### src/rtl/dslope_pkg.sv
package dslope_pkg;
    typedef enum logic [1:0] {
        ST_IDLE      = 2'd0,
        ST_DISCHARGE = 2'd1,
        ST_RUNUP     = 2'd2,
        ST_RUNDOWN   = 2'd3
    } seq_state_e;
endpackage

### src/rtl/dslope_ctr.sv
// Shared phase counter: synchronous clear has priority over increment,
// and the counter wraps to zero after its all-ones value.
module dslope_ctr #(
    parameter int W = 8
) (
    input  logic         clk_i,
    input  logic         rst_ni,
    input  logic         clr_i,
    input  logic         inc_i,
    output logic [W-1:0] cnt_o,
    output logic         full_o
);
    localparam logic [W-1:0] ALL_ONES = {W{1'b1}};

    always_ff @(posedge clk_i) begin
        if (!rst_ni) begin
            cnt_o <= '0;
        end else if (clr_i) begin
            cnt_o <= '0;
        end else if (inc_i) begin
            cnt_o <= cnt_o + 1'b1;
        end
    end

    assign full_o = (cnt_o == ALL_ONES);
endmodule

### src/rtl/dslope_fsm.sv
// Phase sequencer: a state register, next-state logic, and Moore/Mealy outputs.
module dslope_fsm
    import dslope_pkg::*;
#(
    parameter int CNT_W   = 8,
    parameter int DIS_CYC = 4
) (
    input  logic             clk_i,
    input  logic             rst_ni,
    input  logic             start_i,
    input  logic             cmp_i,
    input  logic [CNT_W-1:0] cnt_i,
    input  logic             full_i,
    output logic             clr_o,
    output logic             inc_o,
    output logic             finish_o,
    output logic             ovr_hit_o,
    output logic             int_rst_o,
    output logic             sel_ref_o
);
    localparam logic [CNT_W-1:0] DIS_LAST = CNT_W'(DIS_CYC - 1);

    seq_state_e state_q, state_d;
    logic       dis_end;
    logic       rd_end;

    assign dis_end = (cnt_i == DIS_LAST);
    assign rd_end  = !cmp_i || full_i;

    // State register
    always_ff @(posedge clk_i) begin
        if (!rst_ni) begin
            state_q <= ST_IDLE;
        end else begin
            state_q <= state_d;
        end
    end

    // Next state
    always_comb begin
        state_d = state_q;
        unique case (state_q)
            ST_IDLE:      if (start_i) state_d = ST_DISCHARGE;
            ST_DISCHARGE: if (dis_end) state_d = ST_RUNUP;
            ST_RUNUP:     if (full_i)  state_d = ST_RUNDOWN;
            ST_RUNDOWN:   if (rd_end)  state_d = ST_IDLE;
        endcase
    end

    // Outputs
    always_comb begin
        clr_o     = 1'b0;
        inc_o     = 1'b0;
        finish_o  = 1'b0;
        ovr_hit_o = 1'b0;
        int_rst_o = 1'b0;
        sel_ref_o = 1'b0;
        unique case (state_q)
            ST_IDLE: begin
                clr_o = 1'b1;
            end
            ST_DISCHARGE: begin
                int_rst_o = 1'b1;
                clr_o     = dis_end;
                inc_o     = !dis_end;
            end
            ST_RUNUP: begin
                inc_o = 1'b1;  // wraps from all ones back to zero
            end
            ST_RUNDOWN: begin
                sel_ref_o = 1'b1;
                if (rd_end) begin
                    finish_o  = 1'b1;
                    ovr_hit_o = cmp_i;
                    clr_o     = 1'b1;
                end else begin
                    inc_o = 1'b1;
                end
            end
        endcase
    end
endmodule

### src/rtl/dslope_res.sv
// Result holding register and done pulse.
module dslope_res #(
    parameter int CNT_W = 8
) (
    input  logic             clk_i,
    input  logic             rst_ni,
    input  logic             load_i,
    input  logic [CNT_W-1:0] cnt_i,
    input  logic             ovr_i,
    output logic [CNT_W-1:0] result_o,
    output logic             ovr_o,
    output logic             done_o
);
    always_ff @(posedge clk_i) begin
        if (!rst_ni) begin
            result_o <= '0;
            ovr_o    <= 1'b0;
            done_o   <= 1'b0;
        end else begin
            done_o <= load_i;
            if (load_i) begin
                result_o <= cnt_i;  // all ones on the overrange exit
                ovr_o    <= ovr_i;
            end
        end
    end
endmodule

### src/rtl/dslope_seq.sv
module dslope_seq #(
    parameter int CNT_W   = 8,
    parameter int DIS_CYC = 4
) (
    input  logic             clk_i,
    input  logic             rst_ni,
    input  logic             start_i,
    input  logic             cmp_i,
    output logic             sel_ref_o,
    output logic             int_rst_o,
    output logic [CNT_W-1:0] result_o,
    output logic             done_o,
    output logic             ovr_o
);
    localparam longint RANGE = longint'(1) << CNT_W;

    initial begin
        if (DIS_CYC < 1 || longint'(DIS_CYC) > RANGE) begin
            $error("dslope_seq: DIS_CYC must lie in 1..2**CNT_W");
        end
    end

    logic [CNT_W-1:0] cnt;
    logic             full;
    logic             clr;
    logic             inc;
    logic             finish;
    logic             ovr_hit;

    dslope_ctr #(.W(CNT_W)) ctr_i (
        .clk_i  (clk_i),
        .rst_ni (rst_ni),
        .clr_i  (clr),
        .inc_i  (inc),
        .cnt_o  (cnt),
        .full_o (full)
    );

    dslope_fsm #(.CNT_W(CNT_W), .DIS_CYC(DIS_CYC)) fsm_i (
        .clk_i     (clk_i),
        .rst_ni    (rst_ni),
        .start_i   (start_i),
        .cmp_i     (cmp_i),
        .cnt_i     (cnt),
        .full_i    (full),
        .clr_o     (clr),
        .inc_o     (inc),
        .finish_o  (finish),
        .ovr_hit_o (ovr_hit),
        .int_rst_o (int_rst_o),
        .sel_ref_o (sel_ref_o)
    );

    dslope_res #(.CNT_W(CNT_W)) res_i (
        .clk_i    (clk_i),
        .rst_ni   (rst_ni),
        .load_i   (finish),
        .cnt_i    (cnt),
        .ovr_i    (ovr_hit),
        .result_o (result_o),
        .ovr_o    (ovr_o),
        .done_o   (done_o)
    );
endmodule

### config.mk
export PLATFORM = sky130hd
export DESIGN_NAME = dslope_seq
export DESIGN_NICKNAME = d
export VERILOG_FILES = /design/src/rtl/dslope_pkg.sv /design/src/rtl/dslope_ctr.sv /design/src/rtl/dslope_fsm.sv /design/src/rtl/dslope_res.sv /design/src/rtl/dslope_seq.sv
export SDC_FILE = /design/constraint.sdc
export NUM_CORES = 1
export LEC_CHECK = 0
export BUFFER_PORTS_ARGS = -buffer_cell sky130_fd_sc_hd__buf_2
export CAP_MARGIN = 25
export CORE_MARGIN = 8
export CORE_UTILIZATION = 62
export CTS_BUF_LIST = sky130_fd_sc_hd__clkbuf_8
export CTS_CLUSTER_DIAMETER = 40
export DETAILED_ROUTE_END_ITERATION = 10
export PLACE_DENSITY = 0.92
export SYNTH_ARGS = -nofsm -noshare
export SYNTH_HDL_FRONTEND = slang
export SYNTH_SLANG_ARGS = --single-unit
### constraint.sdc
create_clock -name clk_i -period 3.5 [get_ports clk_i]
set_input_delay 0.525 -clock clk_i [delete_from_list [all_inputs] [get_ports clk_i]]
set_output_delay 0.525 -clock clk_i [all_outputs]
set_load 0.01 [all_outputs]
* Yosys cells after proc, flatten, opt, wreduce, memory -nomap -nowiden *
Cells that the tools add are included.

cells by class
  reduce and logical (&&, ||, !) cells = 6
  div/mod/pow operators = 0
  $lt $le $gt $ge = 0
  bitwise operators = 1
  multipliers = 0
  mux-type cells = 14
  $add $sub $neg = 1
  eq/ne operators = 9
  shifts and indexed selects = 0

operators with widths
  kind                 count
  $add 8x1->8 const B  1
  $eq 8x2->1 const B   1
  $eq 8x8->1 const B   1
  $mux 2               4
  $pmux 2 s4           1
  $mux 1               7
  $ne 2x1->1 const B   3
  $pmux 1 s3           2
  $eq 2x2->1 const B   2
  $reduce_and 4->1     1
  $eq 2x1->1 const B   1
  $logic_not 1->1      2
  $logic_not 2->1      1
  $ne 2x2->1 const B   1
  $reduce_or 2->1      1
  $logic_or 1x1->1     1
  $not 1->1            1

storage, ports and cells
  register bits after elaboration = 20
  memory bits (read-only) = 0
  output and inout port bits = 12
  bits in latches = 0
  memories = 0
  memory bits (writable) = 0
  input port bits = 4
  word-level logic and storage cells = 36

* Logic depth before layout (Yosys ltp) *
  word-level depth = 5
  depth in mapped cells = 8
  mapped depth without buffers = 7

* Modules after synthesis *
A second synthesis with hierarchy kept.

unflattened totals
  cell total of the unflattened synthesis = 100
  area total of the unflattened synthesis = 975.9 um^2

by module, submodules not included
  module      cells an instance  seq. area each (um^2)  instances  area each (um^2)
  dslope_res  30                 200.2                  1          365.4
  dslope_ctr  40                 160.2                  1          354.1
  dslope_fsm  30                 40.0                   1          256.5

* Least setup slack after synthesis *
OpenSTA, ideal clock, no wires.

  path kind = reg-to-reg
  start = register ctr_i.cnt_o[0]
  end = register ctr_i.cnt_o[6]
  period minus slack after synthesis = 1.996 ns
  path buffers = 0
  setup time = 0.121 ns
  required time = 3.379 ns
  cell stages (with the launch flop) = 7
  slack = 1.504 ns
  data arrival time = 1.875 ns
  cell sequence = dfxtp_1 -> ha_1 -> or4b_4 -> o21ai_2 -> a31oi_2 -> nand4_1 -> mux2_4

between the ends
  longest elaborated chain between the ends = 5
  elaborated cells between the ends (all ways) = 10
  those cells by class = add/sub: 1; eq/ne: 2; mux: 4; reduce/logical: 3

ends and longest elaborated chain
  item                              line              text
  start, declared                   dslope_ctr.sv:10  output logic [W-1:0] cnt_o,
  start signal, assigned            dslope_ctr.sv:21  cnt_o <= cnt_o + 1'b1;
  $eq 8x8->1                        dslope_ctr.sv:25  assign full_o = (cnt_o == ALL_ONES);
  $logic_or 1x1->1                  dslope_fsm.sv:28  assign rd_end = !cmp_i || full_i;
  $mux 1                            dslope_fsm.sv:72  if (rd_end) begin
  $pmux 1 s3                        dslope_fsm.sv:58  unique case (state_q)
  $reduce_or 2->1 (no source line)  --

Parallel ways exist; a longest one is shown, timed or not.
A chain may end at the register's enable or synchronous reset.

* Final worst setup path *
Same ends and word-level chain as after synthesis.

==> reports/metrics.yaml <==
start_util_pct: 66.7
critical_path.cell_chain: "ha_1 -> or4b_4 -> o21ai_2 -> a31oi_2 -> nand4_1 -> mux2_4"
grt_overflow_total: 0
root_buffer: "clkbuf_8"
synthArstFlopShare_pct: 0
clk_pin_slew_ns: 0.08
synth_top_area_cell: "dfxtp_1"
diodes: 0
layout-drive-gt1-share_pct: 23.5
setup_violations: 0
maxCapViolCount: 0
numPortBuffers: 15
gp_congestion: 0.918
cts_tree: "done"
regArea_um2: 400
multi_input_area_um2: 558
cts_resized: 0
fin_crit_ns: 2.17
drtIter0Drc: 18
grt_pass1_vias: 776
met1Wirelength_um: 959
dr.pass1.iters: 5
finalInstanceArea_mm2: 0.00116
routed.top_layer: "met4"
grt_max_degree: 15
rsz0062_at_grt: "false"
numCtsBuffers: 3
cp-start-kind: "flip-flop"
crit_path_top_delay_cell: "or4b_4"
yosysSeqAreaShare_pct: 39.4
max_freq_ghz: 0.461
fin_crit_sh_pct: 61.9
synth_fp_nets: 112
place_area_mm2: 0.00109
slew_violations: 0
synth_edf_count: 0
seq_power_share_pct: 38.8
setup.worst_path.end_class: "flip-flop"
ys_top_cells_by_area: "dfxtp_1 39%, mux2i_1 9.9%, ha_1 6.2%, nor2b_1 5.5%, nor2_1 3.0%"
routedWlPerCell_um: 15.4
p_int_mw: 0.455
clock_sinks: 20
worstPathRequired_ns: 3.66
ys_types: 34
fin_setup_tns_ns: 0
ys_warn_count: 0
wl_met3_um: 110
die_h_um: 56.5
status: "finished, final reports clean"
ir_drop_uv: 382
worstSetupPathType: "reg -> reg"
routed_wl_um: 2080
io_pins: 16
syn_area_per_cell_um2: 9.86
cts_max_path_buffers: 2
die_width_um: 56.5
globalRouteTotalUtil_pct: 13.3
place_inst: 131
cts-hold-fix-buffers: 0
synth_cells: 103
postRouteAntennaNets: 0
num-fill-cells: 87
grt_pass1_wl_um: 3530
wl_met2_um: 1000
dpl.hpwl_um: 1460
synth_top_area_share_pct: 39.4
coreArea_mm2: 0.00152
finalHoldViolCount: 0
drc: 0
power_switching_mw: 0.194
finalClockSkew_ns: 0.00532
powerDensity_mw_per_mm2: 560
antenna_found_initial: 0
dominantRegCellSynth: "dfxtp_1"
syn_to_final_growth_pct: 14.0
combPwrFrac_pct: 25.5
tightest_slew_ns: 0.345
p_clk_share_pct: 35.8
post_cts_buffers: 0
critical_path.max_fanout: 6
clk_latency_ns: 0.26
die-area_mm2: 0.00319
hp-class: "reg -> reg"
cp_slowest_stage_delay_ns: 0.51
synth-seq-cells: 20
syn_area_mm2: 0.00102
rows: 14
viasPerCell: 5.99
vias: 808
layout.cells.non_filler: 135
max_slew_margin_pct: 76.8
htree_num_levels: 1
p_leak_nw: 0.461
critical_path_arrival_ns: 2.33
final_nets: 129
sw_frac_of_total_pct: 29.9
==> metal layers <==
metal,up-vias,GRT usage (%)
met5,-,0
met4,0,3.44
met3,2,4.49
met2,24,21.9
met1,389,15.8
li1,393,-
==> final timing paths <==
kind / start / to / slack [ns] / cells after the start
min reg2reg: res_i.ovr_o / res_i.ovr_o / 0.50 / 1
min: res_i.ovr_o / res_i.ovr_o / 0.50 / 1
max: ctr_i.cnt_o[0] / ctr_i.cnt_o[6] / 1.33 / 6
max reg2reg: ctr_i.cnt_o[0] / ctr_i.cnt_o[6] / 1.33 / 6
==> logic make-up after synthesis <==
| logic type | count (synthesis) | share of synthesized area (%) |
|---|---|---|
| multiplexers | 11 | 11.3 |
| buffers and inverters | 11 | 5.66 |
| XOR/XNOR | 4 | 3.45 |
| flip-flops | 20 | 39.4 |
| AND/OR/NAND/NOR | 35 | 20.2 |
| adder cells (fa/ha/maj) | 5 | 6.16 |
| AO/OA/AOI/OAI | 17 | 13.8 |
==> layout make-up <==
class | instances | share of cell area (%)
tap | 16 | 1.73
clock inverter | 1 | 2.59
sequential | 20 | 34.6
timing repair buffer | 16 | 7.13
multi-input combinational | 72 | 48.2
clock buffer | 3 | 3.56
inverter | 7 | 2.27
==> stage by stage <==
step | worst slack, ns | hold WS, ns | utilization [%] | power (mW)
after global placement | 1.44 | 0.475 | 71.3 | 0.412
final | 1.33 | 0.503 | 76.0 | 0.649
after global routing | 1.25 | 0.522 | 76.0 | 0.676
after floorplan | 1.50 | 0.489 | - | 0.392
after detailed placement | 1.39 | 0.492 | 71.3 | 0.420
after CTS | 1.37 | 0.510 | 76.0 | 0.647
==> worst max-delay path, delay by kind of cell, from the launching register on <==
family	cells	cell delay, ns
multiplexers	1	0.30
flip-flops	1	0.39
AND/OR/NAND/NOR	2	0.66
adder cells (fa/ha/maj)	1	0.28
AO/OA/AOI/OAI	2	0.45
==> cell usage after synthesis, drive strengths merged, types with 2 or more instances <==
cell type,n
a21oi,3
a311oi,2
buf,3
dfxtp,20
ha,5
inv,7
mux2i,10
nand2,3
nand3,4
nand4,3
nor2,8
nor2b,9
o21ai,5
or3,3
xnor2,3
==> state kept, by name (all words and copies together) (netlist names) <==
signal	flops
res_i.result_o	8
ctr_i.cnt_o	8
res_i.done_o	1
res_i.ovr_o	1
fsm_i.state_q	2
==> power groups by stage <==
stage | logic, mW | clock network (mW) | registers, mW
floorplan | 0.138 | 0 | 0.254
global placement | 0.157 | 0 | 0.256
detailed placement | 0.163 | 0 | 0.257
CTS | 0.164 | 0.231 | 0.252
global route | 0.181 | 0.241 | 0.253
finish | 0.165 | 0.232 | 0.251
==> cell usage in the layout, fill, tap and decap left out, types with 2 or more instances in the layout <==
master,n
nand3_1,4
or3_1,3
xnor2_1,3
buf_2,15
o21ai_0,3
mux2i_1,10
ha_1,5
nand2_1,3
nand4_1,2
nor2_1,8
dfxtp_1,20
a21oi_1,3
inv_1,7
a311oi_1,2
nor2b_1,9
clkbuf_8,3
Note: power is estimated with default switching activity, not from simulation.
